`src/rtl/hx_pkg.sv`:
```
package hx_pkg;

  typedef enum logic [1:0] {
    WALK_IDLE  = 2'd0,
    WALK_FETCH = 2'd1,
    WALK_EVAL  = 2'd2
  } walk_state_e;

  // Weight of identifier bit position bit_pos in the residue sum: 2^bit_pos mod modulus.
  function automatic int pow2_mod(input int bit_pos, input int modulus);
    int r;
    r = 1 % modulus;
    for (int k = 0; k < bit_pos; k++) begin
      r = (r * 2) % modulus;
    end
    return r;
  endfunction

endpackage

```
`src/rtl/hx_addr_hash.sv`:
```
module hx_addr_hash #(
  parameter int KEY_W     = 32,
  parameter int LEN_W     = 6,
  parameter int DISC_W    = 2,
  parameter int TBL_DEPTH = 61,
  parameter int ADDR_W    = 6
) (
  input  logic [KEY_W-1:0]  hist,
  input  logic [LEN_W-1:0]  depth,
  input  logic [DISC_W-1:0] disc,
  output logic [ADDR_W-1:0] addr
);

  localparam int ID_W  = KEY_W + LEN_W + DISC_W;
  localparam int SUM_W = ADDR_W + $clog2(ID_W + 1);

  logic [ID_W-1:0]   ident;
  logic [ADDR_W-1:0] terms [ID_W];
  logic [SUM_W-1:0]  resid_sum;

  assign ident = {hist, depth, disc};

  // Each set identifier bit contributes its constant residue.
  for (genvar g = 0; g < ID_W; g++) begin : g_term
    localparam logic [ADDR_W-1:0] WEIGHT = ADDR_W'(hx_pkg::pow2_mod(g, TBL_DEPTH));
    assign terms[g] = ident[g] ? WEIGHT : '0;
  end

  always_comb begin
    resid_sum = '0;
    for (int i = 0; i < ID_W; i++) begin
      resid_sum = resid_sum + SUM_W'(terms[i]);
    end
  end

  // Final reduction of the short residue sum.
  assign addr = ADDR_W'(resid_sum % SUM_W'(TBL_DEPTH));

endmodule

```
`src/rtl/hx_node_table.sv`:
```
module hx_node_table #(
  parameter int DEPTH  = 61,
  parameter int ADDR_W = 6,
  parameter int WORD_W = 5
) (
  input  logic              clk,
  input  logic              wr_en,
  input  logic [ADDR_W-1:0] wr_addr,
  input  logic [WORD_W-1:0] wr_data,
  input  logic              rd_en,
  input  logic [ADDR_W-1:0] rd_addr,
  output logic [WORD_W-1:0] rd_data
);

  logic [WORD_W-1:0] mem [DEPTH];
  logic [WORD_W-1:0] rd_q;
  logic              wr_in_range;

  assign wr_in_range = (int'(wr_addr) < DEPTH);

  always_ff @(posedge clk) begin
    if (wr_en && wr_in_range) begin
      mem[wr_addr] <= wr_data;
    end
  end

  always_ff @(posedge clk) begin
    if (rd_en) begin
      rd_q <= mem[rd_addr];
    end
  end

  assign rd_data = rd_q;

endmodule

```
`src/rtl/hx_walk_ctrl.sv`:
```
module hx_walk_ctrl
  import hx_pkg::*;
#(
  parameter int KEY_W     = 32,
  parameter int LEN_W     = 6,
  parameter int DISC_W    = 2,
  parameter int ADDR_W    = 6,
  parameter int ROOT_DISC = 1,
  localparam int WORD_W   = 1 + 2 * DISC_W
) (
  input  logic              clk,
  input  logic              rst_n,
  input  logic              start,
  input  logic [KEY_W-1:0]  key,
  input  logic [LEN_W-1:0]  key_len,
  input  logic [WORD_W-1:0] node_word,
  input  logic [ADDR_W-1:0] node_addr,
  output logic [KEY_W-1:0]  hist,
  output logic [LEN_W-1:0]  depth,
  output logic [DISC_W-1:0] cur_disc,
  output logic              rd_en,
  output logic              busy,
  output logic              done,
  output logic              hit,
  output logic [ADDR_W-1:0] match_addr,
  output logic [LEN_W-1:0]  match_depth
);

  localparam logic [LEN_W-1:0] LEN_MAX = LEN_W'(KEY_W);

  walk_state_e       state_q, state_d;
  logic [KEY_W-1:0]  key_q, key_d;
  logic [LEN_W-1:0]  lim_q, lim_d;
  logic [KEY_W-1:0]  hist_q, hist_d;
  logic [LEN_W-1:0]  depth_q, depth_d;
  logic [DISC_W-1:0] disc_q, disc_d;
  logic              done_q, done_d;
  logic              hit_q, hit_d;
  logic [ADDR_W-1:0] maddr_q, maddr_d;
  logic [LEN_W-1:0]  mdepth_q, mdepth_d;

  logic              walk_en;
  logic              res_en;
  logic              node_pfx;
  logic [DISC_W-1:0] left_disc, right_disc, child_disc;
  logic              step_bit;

  assign node_pfx   = node_word[2*DISC_W];
  assign left_disc  = node_word[2*DISC_W-1:DISC_W];
  assign right_disc = node_word[DISC_W-1:0];
  assign step_bit   = key_q[KEY_W-1];
  assign child_disc = step_bit ? right_disc : left_disc;

  // Next-state process
  always_comb begin
    state_d  = state_q;
    key_d    = key_q;
    lim_d    = lim_q;
    hist_d   = hist_q;
    depth_d  = depth_q;
    disc_d   = disc_q;
    hit_d    = hit_q;
    maddr_d  = maddr_q;
    mdepth_d = mdepth_q;
    done_d   = 1'b0;
    rd_en    = 1'b0;
    walk_en  = 1'b0;
    res_en   = 1'b0;
    unique case (state_q)
      WALK_IDLE: begin
        if (start) begin
          walk_en  = 1'b1;
          res_en   = 1'b1;
          key_d    = key;
          lim_d    = (key_len > LEN_MAX) ? LEN_MAX : key_len;
          hist_d   = '0;
          depth_d  = '0;
          disc_d   = DISC_W'(ROOT_DISC);
          hit_d    = 1'b0;
          maddr_d  = '0;
          mdepth_d = '0;
          state_d  = WALK_FETCH;
        end
      end
      WALK_FETCH: begin
        rd_en   = 1'b1;
        state_d = WALK_EVAL;
      end
      WALK_EVAL: begin
        if (node_pfx) begin
          res_en   = 1'b1;
          hit_d    = 1'b1;
          maddr_d  = node_addr;
          mdepth_d = depth_q;
        end
        if ((depth_q == lim_q) || (child_disc == '0)) begin
          done_d  = 1'b1;
          state_d = WALK_IDLE;
        end else begin
          walk_en = 1'b1;
          key_d   = {key_q[KEY_W-2:0], 1'b0};
          hist_d  = {hist_q[KEY_W-2:0], step_bit};
          depth_d = depth_q + LEN_W'(1);
          disc_d  = child_disc;
          state_d = WALK_FETCH;
        end
      end
      default: state_d = WALK_IDLE;
    endcase
  end

  // Register process
  always_ff @(posedge clk or negedge rst_n) begin
    if (!rst_n) begin
      state_q  <= WALK_IDLE;
      done_q   <= 1'b0;
      key_q    <= '0;
      lim_q    <= '0;
      hist_q   <= '0;
      depth_q  <= '0;
      disc_q   <= '0;
      hit_q    <= 1'b0;
      maddr_q  <= '0;
      mdepth_q <= '0;
    end else begin
      state_q <= state_d;
      done_q  <= done_d;
      if (walk_en) begin
        key_q   <= key_d;
        lim_q   <= lim_d;
        hist_q  <= hist_d;
        depth_q <= depth_d;
        disc_q  <= disc_d;
      end
      if (res_en) begin
        hit_q    <= hit_d;
        maddr_q  <= maddr_d;
        mdepth_q <= mdepth_d;
      end
    end
  end

  assign hist        = hist_q;
  assign depth       = depth_q;
  assign cur_disc    = disc_q;
  assign busy        = (state_q != WALK_IDLE);
  assign done        = done_q;
  assign hit         = hit_q;
  assign match_addr  = maddr_q;
  assign match_depth = mdepth_q;

endmodule

```
`src/rtl/hx_trie_lookup.sv`:
```
module hx_trie_lookup #(
  parameter int KEY_W     = 32,
  parameter int DISC_W    = 2,
  parameter int TBL_DEPTH = 61,
  parameter int ROOT_DISC = 1,
  localparam int LEN_W    = $clog2(KEY_W + 1),
  localparam int ADDR_W   = $clog2(TBL_DEPTH),
  localparam int WORD_W   = 1 + 2 * DISC_W
) (
  input  logic              clk,
  input  logic              rst_n,
  input  logic              start,
  input  logic [KEY_W-1:0]  key,
  input  logic [LEN_W-1:0]  key_len,
  input  logic              wr_en,
  input  logic [ADDR_W-1:0] wr_addr,
  input  logic [WORD_W-1:0] wr_data,
  output logic              busy,
  output logic              done,
  output logic              hit,
  output logic [ADDR_W-1:0] match_addr,
  output logic [LEN_W-1:0]  match_depth
);

  logic [1:0]        rst_sync_q;
  logic              rst_core_n;
  logic [KEY_W-1:0]  hist;
  logic [LEN_W-1:0]  depth;
  logic [DISC_W-1:0] cur_disc;
  logic [ADDR_W-1:0] node_addr;
  logic [WORD_W-1:0] node_word;
  logic              rd_en;
  logic              wr_ok;

  // Asynchronous assert, synchronous release
  always_ff @(posedge clk or negedge rst_n) begin
    if (!rst_n) begin
      rst_sync_q <= 2'b00;
    end else begin
      rst_sync_q <= {rst_sync_q[0], 1'b1};
    end
  end
  assign rst_core_n = rst_sync_q[1];

  // Host writes only land while the engine is idle
  assign wr_ok = wr_en & ~busy;

  hx_addr_hash #(
    .KEY_W    (KEY_W),
    .LEN_W    (LEN_W),
    .DISC_W   (DISC_W),
    .TBL_DEPTH(TBL_DEPTH),
    .ADDR_W   (ADDR_W)
  ) u_hash (
    .hist (hist),
    .depth(depth),
    .disc (cur_disc),
    .addr (node_addr)
  );

  hx_node_table #(
    .DEPTH (TBL_DEPTH),
    .ADDR_W(ADDR_W),
    .WORD_W(WORD_W)
  ) u_table (
    .clk    (clk),
    .wr_en  (wr_ok),
    .wr_addr(wr_addr),
    .wr_data(wr_data),
    .rd_en  (rd_en),
    .rd_addr(node_addr),
    .rd_data(node_word)
  );

  hx_walk_ctrl #(
    .KEY_W    (KEY_W),
    .LEN_W    (LEN_W),
    .DISC_W   (DISC_W),
    .ADDR_W   (ADDR_W),
    .ROOT_DISC(ROOT_DISC)
  ) u_ctrl (
    .clk        (clk),
    .rst_n      (rst_core_n),
    .start      (start),
    .key        (key),
    .key_len    (key_len),
    .node_word  (node_word),
    .node_addr  (node_addr),
    .hist       (hist),
    .depth      (depth),
    .cur_disc   (cur_disc),
    .rd_en      (rd_en),
    .busy       (busy),
    .done       (done),
    .hit        (hit),
    .match_addr (match_addr),
    .match_depth(match_depth)
  );

endmodule

```
`config.mk`:
```
export PLATFORM = sky130hd
export DESIGN_NAME = hx_trie_lookup
export DESIGN_NICKNAME = d
export VERILOG_FILES = /design/src/rtl/hx_pkg.sv /design/src/rtl/hx_addr_hash.sv /design/src/rtl/hx_node_table.sv /design/src/rtl/hx_walk_ctrl.sv /design/src/rtl/hx_trie_lookup.sv
export SDC_FILE = /design/constraint.sdc
export NUM_CORES = 1
export LEC_CHECK = 0
export BUFFER_PORTS_ARGS = -buffer_cell sky130_fd_sc_hd__buf_2
export CORE_ASPECT_RATIO = 0.9
export CORE_MARGIN = 5
export CORE_UTILIZATION = 40
export DETAILED_ROUTE_END_ITERATION = 8
export GPL_ROUTABILITY_DRIVEN = 0
export GPL_TIMING_DRIVEN = 0
export PLACE_DENSITY = 0.51
export SYNTH_ARGS = -nofsm -noshare
export SYNTH_HDL_FRONTEND = slang
export SYNTH_SLANG_ARGS = --single-unit
export TNS_END_PERCENT = 50
```
`constraint.sdc`:
```
create_clock -name clk -period 5.1 [get_ports clk]
set_input_delay 0.51 -clock clk [delete_from_list [all_inputs] [get_ports clk]]
set_output_delay 0.51 -clock clk [all_outputs]
set_load 0.01 [all_outputs]
```
### Word-level counts from Yosys, hierarchy flattened

Memory sizes are Yosys's and may differ from the RTL's. A register that Yosys moved wholly into a read port is not among the register bits.
Index checks and enable logic that the tools add are counted.

| word-level totals | value |
|---|---|
| register bits | 96 |
| latch bits | 0 |
| memory bits (writable) | 305 |
| memory bits (read-only) | 0 |
| input bits | 53 |
| output and inout port bits | 15 |
| logic and storage cells | 145 |
| memories kept | 1 |

Memory list:

| memory | depth | width | rd ports | clocked after memory_dff | wr ports | RTL line | text |
|---|---|---|---|---|---|---|---|
| u_table.mem | 61 | 5 | 1 | 1 | 1 | hx_node_table.sv:15 | `logic [WORD_W-1:0] mem [DEPTH];` |

| cells by class | value |
|---|---|
| $add $sub $neg | 40 |
| multiply operators | 0 |
| divide/modulo/power cells | 1 |
| order comparisons | 2 |
| equality and inequality tests | 6 |
| shift-type cells | 0 |
| multiplexer cells | 73 |
| bitwise gates (word level) | 2 |
| reduce and logical (&&, ||, !) cells | 9 |

Operators with widths:

| cell | count |
|---|---|
| adder 12 x 6 -> 12 bit | 38 |
| two-way mux 6 bit | 24 |
| two-way mux 32 bit | 4 |
| case mux 32 bit (2 select lines) | 2 |
| two-way mux 5 bit | 9 |
| case mux 6 bit (2 select lines) | 3 |
| two-way mux 4 bit | 6 |
| modulo 12 x 6 -> 12 bit (second input constant) | 1 |
| two-way mux 1 bit | 12 |
| two-way mux 2 bit | 5 |
| two-way mux 3 bit | 3 |
| AND reduction 4 bit | 2 |
| adder 6 x 6 -> 7 bit | 1 |
| adder 6 x 1 -> 6 bit (second input constant) | 1 |
| equality test 6 bit | 1 |
| > comparator 6 bit (second input constant) | 1 |
| < comparator 6 bit (second input constant) | 1 |
| case mux 1 bit (2 select lines) | 3 |
| case mux 2 bit (3 select lines) | 1 |
| zero test 2 bit | 2 |
| inequality test 2 bit (second input constant) | 2 |
| case mux 2 bit (2 select lines) | 1 |
| nonzero test 2 bit | 2 |
| AND reduction 3 bit | 1 |
| 7 further kinds | 7 |

### Longest topological paths before layout

Gate-level depths: netlist of run 1.

| depth | value |
|---|---|
| depth after elaboration | 43 |
| gate-level depth with buffers | 44 |
| depth with buffers taken out | 38 |

### Modules after synthesis

A second synthesis of run 1 with hierarchy kept.

| second synthesis, totals | value |
|---|---|
| cells, all modules | 1,463 |
| area, all modules | 20,594.8 sq um |

By module, submodules not included:

| module | times used | cells an instance | area an instance (sq um) | sequential area each (sq um) |
|---|---|---|---|---|
| hx_node_table | 1 | 587 | 12,263.0 | 9,308.9 |
| hx_addr_hash | 1 | 471 | 4,174.0 | 0.0 |
| hx_walk_ctrl | 1 | 401 | 4,090.2 | 2,352.3 |
| hx_trie_lookup | 1 | 4 | 67.6 | 50.0 |

### Worst setup path after synthesis of run 1

Ideal clock, no wire load.

| timing | value |
|---|---|
| kind | register -> register |
| from | register u_ctrl.depth_q[0] (netlist: u_ctrl.depth[0]) |
| to | register u_table.rd_q[3] (netlist: u_table.rd_data[3]), read port of u_table.mem, data pin |
| setup time | 261 ps |
| arrival time | 10,107 ps |
| required time | 4,839 ps |
| setup slack | -5,268 ps |
| cell stages (with the launch flop) | 36 |
| buffers on the path | 1 |
| period minus slack after synthesis | 10,368 ps |
| cells stage by stage | dfrtp_1 inv_1 fa_1 inv_1 fa_1 fa_1 fa_1 fa_1 fa_1 ha_1 fa_1 nand3_1 and3b_1 nor3_2 o311ai_4 nor3_4 o41a_1 a211oi_2 a211oi_2 maj3_1 a21oi_1 o41a_1 xor2_1 ha_1 inv_1 o32a_1 o211ai_1 o31a_2 nand2_2 xnor2_2 buf_6 mux4_2 mux4_2 nor2_1 nor3_1 o32a_1 |

| on the way | value |
|---|---|
| longest elaborated chain between the ends | 40 |

RTL lines:

| item | RTL line | text |
|---|---|---|
| start, declared | hx_walk_ctrl.sv:35 | `logic [LEN_W-1:0] depth_q, depth_d;` |
| start signal, assigned | hx_walk_ctrl.sv:132 | `depth_q <= depth_d;` |
| two-way mux 3 bit | hx_addr_hash.sv:26 | `assign terms[g] = ident[g] ? WEIGHT : '0;` |
| adder 12 x 6 -> 12 bit (38 in series) | hx_addr_hash.sv:32 | `resid_sum = resid_sum + SUM_W'(terms[i]);` |
| modulo 12 x 6 -> 12 bit | hx_addr_hash.sv:37 | `assign addr = ADDR_W'(resid_sum % SUM_W'(TBL_DEPTH));` |
| end, declared | hx_node_table.sv:16 | `logic [WORD_W-1:0] rd_q;` |

Every way passes these cells.
A chain may end at the register's enable or synchronous reset.

### Final worst setup path of run 1

| timing | value |
|---|---|
| from | register u_ctrl.hist_q[8] (netlist: u_ctrl.hist[8]) |
| to | register u_table.rd_q[2] (netlist: u_table.rd_data[2]), read port of u_table.mem, data pin |

| on the way | value |
|---|---|
| longest elaborated chain between the ends | 26 |

RTL lines:

| item | RTL line | text |
|---|---|---|
| start, declared | hx_walk_ctrl.sv:34 | `logic [KEY_W-1:0] hist_q, hist_d;` |
| start signal, assigned | hx_walk_ctrl.sv:131 | `hist_q <= hist_d;` |
| two-way mux 5 bit | hx_addr_hash.sv:26 |  |
| adder 12 x 6 -> 12 bit (24 in series) | hx_addr_hash.sv:32 |  |
| modulo 12 x 6 -> 12 bit | hx_addr_hash.sv:37 |  |

Every way passes these cells.

==> results.rst, run 1 <==
.. list-table::
   :header-rows: 1

   * - Metric
     - Value
   * - Setup TNS
     - -55.15 ns
   * - I/O pin count
     - 68
   * - Dominant delay contributor by cell family on the critical path
     - adder cells
   * - Placement-stage cell area
     - about 0.023 sq mm
   * - Worst-case reg-to-reg path depth
     - 39
   * - Longest individual stage delay on the worst path
     - approximately 0.57 ns
   * - Gate count after technology mapping
     - ~1,800
   * - Reg-to-reg startpoint
     - u_ctrl.hist[8]
   * - Rel. slew slack
     - 0.1085
   * - Total buffers and inverters traversed by the critical path
     - 8
   * - Cell seen most often among critical-path stages
     - fa_1
   * - Drt first pass iters
     - 5
   * - Number of synthesized register bits
     - 406
   * - Dominant synthesized flop cell
     - edfxtp_1
   * - Worst setup path start
     - u_ctrl.hist[8]
   * - Die outline area
     - between 0.05 and 0.06 sq mm
   * - Die Span Y
     - roughly 230 um
   * - Number of standard-cell rows in the floorplan
     - 80
   * - Reg-to-reg critical path endpoint
     - u_table.rd_data[2]
   * - Count of vias placed by the detailed router
     - between 15,000 and 20,000
   * - Fraction of the core area covered by cells at the end of the flow
     - 0.4845
   * - # H-tree levels
     - 2
   * - Worst voltage drop across the vdd grid
     - around 0.28 mV
   * - Number of distinct library cell variants in the gate-level netlist after synthesis
     - 94
   * - Antenna viol nets, final
     - 0
   * - Synthesis warning total
     - 0
   * - Net count of the finished layout
     - between 2,000 and 2,500
   * - Sink Count
     - between 400 and 500
   * - Startpoint Class
     - flip-flop
   * - Peak Freq
     - roughly 94 MHz
   * - Worst endpoint required time
     - about 5.4 ns
   * - Routed len/inst
     - between 20 and 25 um
   * - Power per Cell Area
     - approximately 520 mW/mm^2
   * - Area growth from synthesis to layout
     - 19.84%
   * - Post-synth ARST share
     - 0.2365
   * - Total GRT Usage
     - 0.2041
   * - Leakage power summed over all cells
     - roughly 0.0096 uW
   * - Final-layout fill cell count
     - roughly 4,800
   * - Instance count after placement with tap cells included
     - 2,560
   * - Net count after synthesis
     - around 2,000
   * - Count of non-filler cells in the finished layout
     - 2,711
   * - Pin count of the biggest net entering global routing
     - 62
   * - Vias per std cell
     - 5.569
   * - Number of violations of the max-capacitance limit
     - 0
   * - Launch point of the worst hold path
     - key[0]
   * - GRT Residual Overflow
     - 0
   * - Post-detailed-routing wire length
     - approximately 60,000 um
   * - Run status
     - finished with violations
   * - Failing checks
     - setup timing
   * - Global-route wire length before repair
     - between 90,000 and 100,000 um
   * - Final period util
     - 2.096
   * - Category of the most critical setup path
     - reg -> reg
   * - Minimum setup slack in the final design
     - -5.589 ns
   * - Number of antenna diodes
     - 0
   * - Endpoints failing setup
     - 11
   * - Register-to-register setup slack
     - -5.59 ns
   * - Netlist area before placement
     - approximately 0.021 sq mm
   * - Avg Cell Area, Syn
     - roughly 12 sq um
   * - Number of buffers created by CTS
     - 45
   * - Number of enable flip-flop cells after synthesis
     - 310
   * - Sequential area share after synthesis
     - 0.5461
   * - Hold violation total from the final report
     - 0
   * - Crit path time final
     - 10.69 ns
   * - Residual DRC
     - 0
   * - Post-route cell area
     - 0.02570 sq mm
   * - Die boundary width
     - between 200 and 300 um
   * - Path type of the worst min-delay path
     - in -> reg
   * - Clock tree from TritonCTS
     - done
   * - Count of buffers inserted at the top-level ports
     - 64
   * - Later-pin clock latency in the skew report
     - a little under 0.6 ns
   * - Clk_skew
     - approximately 0.029 ns
   * - Fraction of final layout cells sized beyond drive strength 1
     - 0.2066
   * - Initial antenna violation count
     - 0
   * - CP Max Fanout
     - 7
   * - Endpoint type of the worst setup path
     - flip-flop
   * - HPWL Detailed
     - between 40,000 and 50,000 um
   * - Number of violations reported at the end of detailed-routing iteration 0
     - 1,285
   * - Least-Margin Pin Slew
     - 1.337 ns
   * - Worst endpoint data arrival time
     - ~11 ns
   * - Initial standard-cell utilization of the core
     - 0.4043
   * - Worst-case hold slack
     - 0.1480 ns
   * - Clock buffer depth
     - 3
   * - RSZ-0062 raised after global routing
     - yes
   * - Number of max-slew violations in the final report
     - 0
   * - CP Capture Point
     - u_table.rd_data[2]
   * - Highest-delay cell along the critical path
     - fa_1
   * - Clock root buffer
     - clkbuf_16
   * - Clock Pin Slew Worst Setup and Hold Paths
     - 0.06 ns
   * - Levels on crit path
     - 39
   * - Floorplan Core Area
     - about 0.053 sq mm
   * - Via count of the first global-routing pass
     - 15,122
[power breakdown]
group | total, uW | internal, uW | switching (uW)
clock | 3260 | 1900 | 1360
combinational | 6080 | 2240 | 3840
sequential | 3990 | 3850 | 138
[cell families (layout without fill, tap and decap cells)]
family | Yosys count | after routing | synth area share
DFF | 406 | 406 | 0.5461
xor gates and xnor gates | 28 | 28 | 0.01284
AOI/OAI and AO/OA | 354 | 354 | 0.1171
other | 1 | 1 | 0.0001749
muxes | 104 | 104 | 0.05682
adders and majority gates | 121 | 121 | 0.1029
buffers and inverters | 233 | 449 | 0.04504
and+or+nand+nor | 551 | 551 | 0.1190
[repair_timing]
action                     4_1_cts  5_1_grt
pin swaps                       58       36
hold buffers                     1        0
hold endpoints to repair         2        0
gates resized for setup        151       52
setup endpoints to repair       11       11
setup buffers                   54       15
[stage by stage]
| step | worst slack [ns] | total power, uW |
|---|---|---|
| 6_report | -5.589 | 13330 |
| 4_1_cts | -5.501 | 13160 |
| 3_5_place_dp | -6.767 | 9183 |
| 5_1_grt | -5.865 | 14030 |
| 3_3_place_gp | -6.791 | 9121 |
| 2_1_floorplan | -4.943 | 7368 |
[placed cells by master (no fill, tap or decap), types with 10 or more instances in the layout]
master,synthesis,routed
nand3_1,67,65
and3_1,18,17
buf_4,9,67
dfrtp_2,0,12
inv_2,0,18
buf_6,4,20
fa_1,93,86
mux4_2,14,14
o21ai_0,110,107
a221oi_1,40,40
xnor2_1,15,12
a311oi_1,25,15
a311oi_2,0,10
buf_2,22,73
inv_1,134,115
clkbuf_16,0,46
dfrtp_1,96,83
clkinv_1,0,12
nor3_1,18,14
and2_1,12,12
edfxtp_1,310,310
nor2_1,120,108
nand2_1,235,229
mux2i_1,88,84
nand3b_1,11,11
a211oi_1,28,27
clkbuf_1,60,58
ha_1,26,21
a21oi_1,45,41
[worst register-to-register path, delay by kind of cell, from the launching register on]
| family | cells | cell delay (ns) |
|---|---|---|
| AND/OR/NAND/NOR | 10 | 1.79 |
| buffers and inverters | 8 | 1.08 |
| flip-flops | 1 | 0.41 |
| XOR/XNOR | 2 | 0.44 |
| multiplexers | 2 | 1.05 |
| adder cells (fa/ha/maj) | 9 | 3.85 |
| AO/OA/AOI/OAI | 8 | 1.80 |
[routing by layer]
metal  vias to the layer above  global-route usage  wire length (um)
li1                       6896                   -                 -
met1                      7612              0.2950             26700
met4                         0             0.04950              1363
met5                         -                   0                 0
met3                        89             0.03808              4263
met2                       501              0.3219             28070
[Yosys cell counts, drive strengths merged, types with 11 or more instances]
| library cell | number | area, sq um |
|---|---|---|
| nand3b | 11 | 82.58 |
| xor2 | 11 | 111.4 |
| a221oi | 40 | 350.3 |
| dfrtp | 96 | 2402 |
| inv | 134 | 503.0 |
| a21oi | 47 | 250.3 |
| mux2i | 88 | 880.8 |
| nor2 | 122 | 462.9 |
| o21ai | 117 | 585.6 |
| mux4 | 14 | 315.3 |
| xnor2 | 17 | 163.9 |
| nand2 | 238 | 900.9 |
| clkbuf | 60 | 225.2 |
| buf | 39 | 237.7 |
| ha | 26 | 325.3 |
| and3 | 18 | 112.6 |
| a211oi | 32 | 260.3 |
| a311oi | 25 | 219.0 |
| edfxtp | 310 | 9309 |
| and2 | 15 | 93.84 |
| nor3 | 21 | 126.4 |
| fa | 93 | 1862 |
| nand3 | 67 | 335.3 |
[flip-flops by register name (all words and copies together) (netlist names)]
signal	count
u_ctrl.lim_q	6
u_ctrl.hit	1
u_ctrl.match_addr	6
u_ctrl.done	1
u_ctrl.key_q	32
u_ctrl.match_depth	6
u_ctrl.hist	32
u_table.rd_data	5
u_ctrl.cur_disc	2
u_ctrl.depth	6
u_ctrl.state_q	2
u_table.mem	305
rst_sync_q	2
[worst min path at each step]
stage | end | cells after the start | slack (ns)
finish | u_ctrl.key_q[0] | 3 | 0.15
global route | u_ctrl.key_q[0] | 3 | 0.12
detailed placement | rst_sync_q[1] | 1 | 0.30
global placement | rst_sync_q[1] | 1 | 0.29
CTS | u_ctrl.key_q[0] | 3 | 0.11
floorplan | rst_sync_q[0] | 0 | 0.21
[layout make-up]
| cell class | count | area, sq um | share of cell area |
|---|---|---|---|
| plain buffers | 97 | 635.6 | 0.02473 |
| clock buffers | 53 | 1177 | 0.04581 |
| clock inverters | 30 | 282.8 | 0.01100 |
| inverters | 134 | 505.5 | 0.01967 |
| multi-input cells | 1159 | 9557 | 0.3718 |
| flip-flops and latches | 406 | 11730 | 0.4564 |
| well taps | 697 | 872.1 | 0.03393 |
| repair buffers | 135 | 942.2 | 0.03666 |
No activity file was read; power rests on OpenSTA's default activity.
==> inputs of run 2 (changes only) <==
ABC_CLOCK_PERIOD_IN_PS = 5100   (was not set)
CORE_UTILIZATION = 50   (was 40)
PLACE_DENSITY = 0.62   (was 0.51)
TNS_END_PERCENT = not set   (was 50)
==> results.rst, run 2 (same netlist as run 1, synthesis figures left out) <==
.. list-table::
   :header-rows: 1

   * - Metric
     - Value
   * - Post-route cell area
     - between 0.02 and 0.03 sq mm
   * - Number of buffers created by CTS
     - 42
   * - Failing checks
     - setup timing
   * - RSZ-0062 raised after global routing
     - yes
   * - Die boundary width
     - 228.3 um
   * - Placement-stage cell area
     - approximately 0.023 sq mm
   * - Minimum setup slack in the final design
     - -5.428 ns
   * - Worst endpoint data arrival time
     - about 11 ns
   * - CP Max Fanout
     - 7
   * - Vias per std cell
     - between 5 and 6
   * - Number of violations of the max-capacitance limit
     - 0
   * - Highest-delay cell along the critical path
     - fa_2
   * - Count of vias placed by the detailed router
     - 15,430
   * - Initial standard-cell utilization of the core
     - 0.5023
   * - Drt first pass iters
     - 6
   * - Clk_skew
     - roughly 0.024 ns
   * - Power per Cell Area
     - 523.4 mW/mm^2
   * - Clock root buffer
     - clkbuf_16
   * - Category of the most critical setup path
     - reg -> reg
   * - Residual DRC
     - 0
   * - Initial antenna violation count
     - 0
   * - Number of standard-cell rows in the floorplan
     - 72
   * - Endpoints failing setup
     - 11
   * - Overall power of the completed layout
     - approximately 14,000 uW
   * - Via count of the first global-routing pass
     - 15,218
   * - Count of buffers inserted at the top-level ports
     - 64
   * - Number of max-slew violations in the final report
     - 0
   * - Clock Pin Slew Worst Setup and Hold Paths
     - around 0.060 ns
   * - Largest register FFs
     - about 310
   * - Die outline area
     - roughly 0.047 sq mm
   * - Peak Freq
     - about 95 MHz
   * - Pin count of the biggest net entering global routing
     - 66
   * - Least-Margin Pin Slew
     - between 1 and 1.5 ns
   * - Clock buffer depth
     - 3
   * - # H-tree levels
     - 2
   * - Run status
     - finished with violations
   * - Endpoint type of the worst setup path
     - flip-flop
   * - Worst-case hold slack
     - 0.1750 ns
   * - Clock tree from TritonCTS
     - done
   * - Worst endpoint required time
     - 5.38 ns
   * - Later-pin clock latency in the skew report
     - 0.56 ns
   * - Area growth from synthesis to layout
     - 22.04%
   * - Path type of the worst min-delay path
     - in -> reg
   * - HPWL Detailed
     - approximately 38,000 um
   * - Register containing the most flip-flops in the final layout
     - u_table.mem
   * - Global-route wire length before repair
     - 87,990 um
   * - Rel. slew slack
     - 0.09133
   * - Crit path time final
     - around 11 ns
   * - I/O pin count
     - 68
   * - Number of antenna diodes
     - 0
   * - Routed len/inst
     - between 20 and 25 um
   * - Final period util
     - 2.064
   * - Longest individual stage delay on the worst path
     - a little under 0.6 ns
   * - Antenna viol nets, final
     - 0
   * - Floorplan Core Area
     - about 0.043 sq mm
   * - Sink Count
     - 406
   * - Cell seen most often among critical-path stages
     - fa_1
   * - Most common cell after layout, fill and taps aside
     - edfxtp_1
   * - Post-detailed-routing wire length
     - a little under 60,000 um
   * - GRT Residual Overflow
     - 0
   * - Worst voltage drop across the vdd grid
     - approximately 0.48 mV
   * - Total GRT Usage
     - 0.2392
   * - Commonest non-fill, non-tap cells in the layout
     - 310 x edfxtp_1, 229 x nand2_1, 106 x inv_1
   * - Hold violation total from the final report
     - 0
   * - Startpoint Class
     - flip-flop
   * - Net count of the finished layout
     - ~2,200
   * - Die Span Y
     - around 210 um
   * - Fraction of final layout cells sized beyond drive strength 1
     - 0.2388
   * - Number of violations reported at the end of detailed-routing iteration 0
     - around 1,700
   * - Final-layout fill cell count
     - about 3,400
   * - Leakage power summed over all cells
     - 0.009938 uW
## run 2: cell count changes in the layout (fill, tap and decap cells not counted), sizes merged
cell / delta
clkbuf: +5
buf: +49
nor2: +1
bufinv: -1
inv: +1
clkinvlp: -2
clkinv: -7
## run 2: through the flow
stage	cells	setup slack, ns	TNS, ns	util
after floorplan	1798	-4.941	-47.91	-
after global placement	2417	-6.564	-63.95	0.5291
after detailed placement	2418	-6.629	-64.76	0.5298
after CTS	2561	-5.375	-52.57	0.5955
after global routing	2615	-5.834	-57.76	0.6130
final	2615	-5.428	-53.03	0.6130
## run 2: worst paths after layout
kind	to	start	depth (start not counted)	slack, ns
max	u_table.rd_data[2]	u_ctrl.hist[25]	38	-5.43
min	u_ctrl.key_q[0]	key[0]	3	0.18
max reg2reg	u_table.rd_data[2]	u_ctrl.hist[25]	38	-5.43
min reg2reg	u_ctrl.key_q[8]	rst_sync_q[1]	0	0.27
max in group asynchronous	u_ctrl.hist[21]	rst_sync_q[1]	1	4.13
min in group asynchronous	u_ctrl.key_q[8]	rst_sync_q[1]	0	0.27
## run 2: cell type report
cell class / count / area (sq um) / area share
tap: 555 / 694.4 / 0.02653
multi-input combinational: 1160 / 9673 / 0.3696
inverter: 134 / 513.0 / 0.01960
clock inverter: 21 / 232.7 / 0.008891
clock buffer: 54 / 1106 / 0.04226
sequential: 406 / 11730 / 0.4481
timing repair buffer: 190 / 1510 / 0.05770
buffer: 95 / 715.7 / 0.02734
## run 2: metal layers
metal | GRT usage | up-vias | routed length [um]
met1 | 0.3371 | 7601 | 24070
met3 | 0.04973 | 124 | 4988
met2 | 0.3845 | 696 | 26960
li1 | - | 7009 | -
met4 | 0.06373 | 0 | 1641
met5 | 0 | - | 0
## run 2: critical path: cells and delay by family, from the launching register on
family                   cells  cell delay, ns
adder cells (fa/ha/maj)      9            3.75
AO/OA/AOI/OAI               10            2.94
AND/OR/NAND/NOR              9            1.65
buffers and inverters        8            0.95
XOR/XNOR                     2            0.52
flip-flops                   1            0.43
## run 2: report_power, final
group	switching (uW)	internal, uW
registers	137	3850
clock network	1270	1740
logic	3960	2730
## run 2: what timing repair did
action,CTS,global route
hold buffers,1,0
resized for setup,199,80
cloned,0,3
endpoints found under the setup margin,11,11
pin swaps,56,58
setup buffers,68,55
endpoints found under the hold margin,2,0
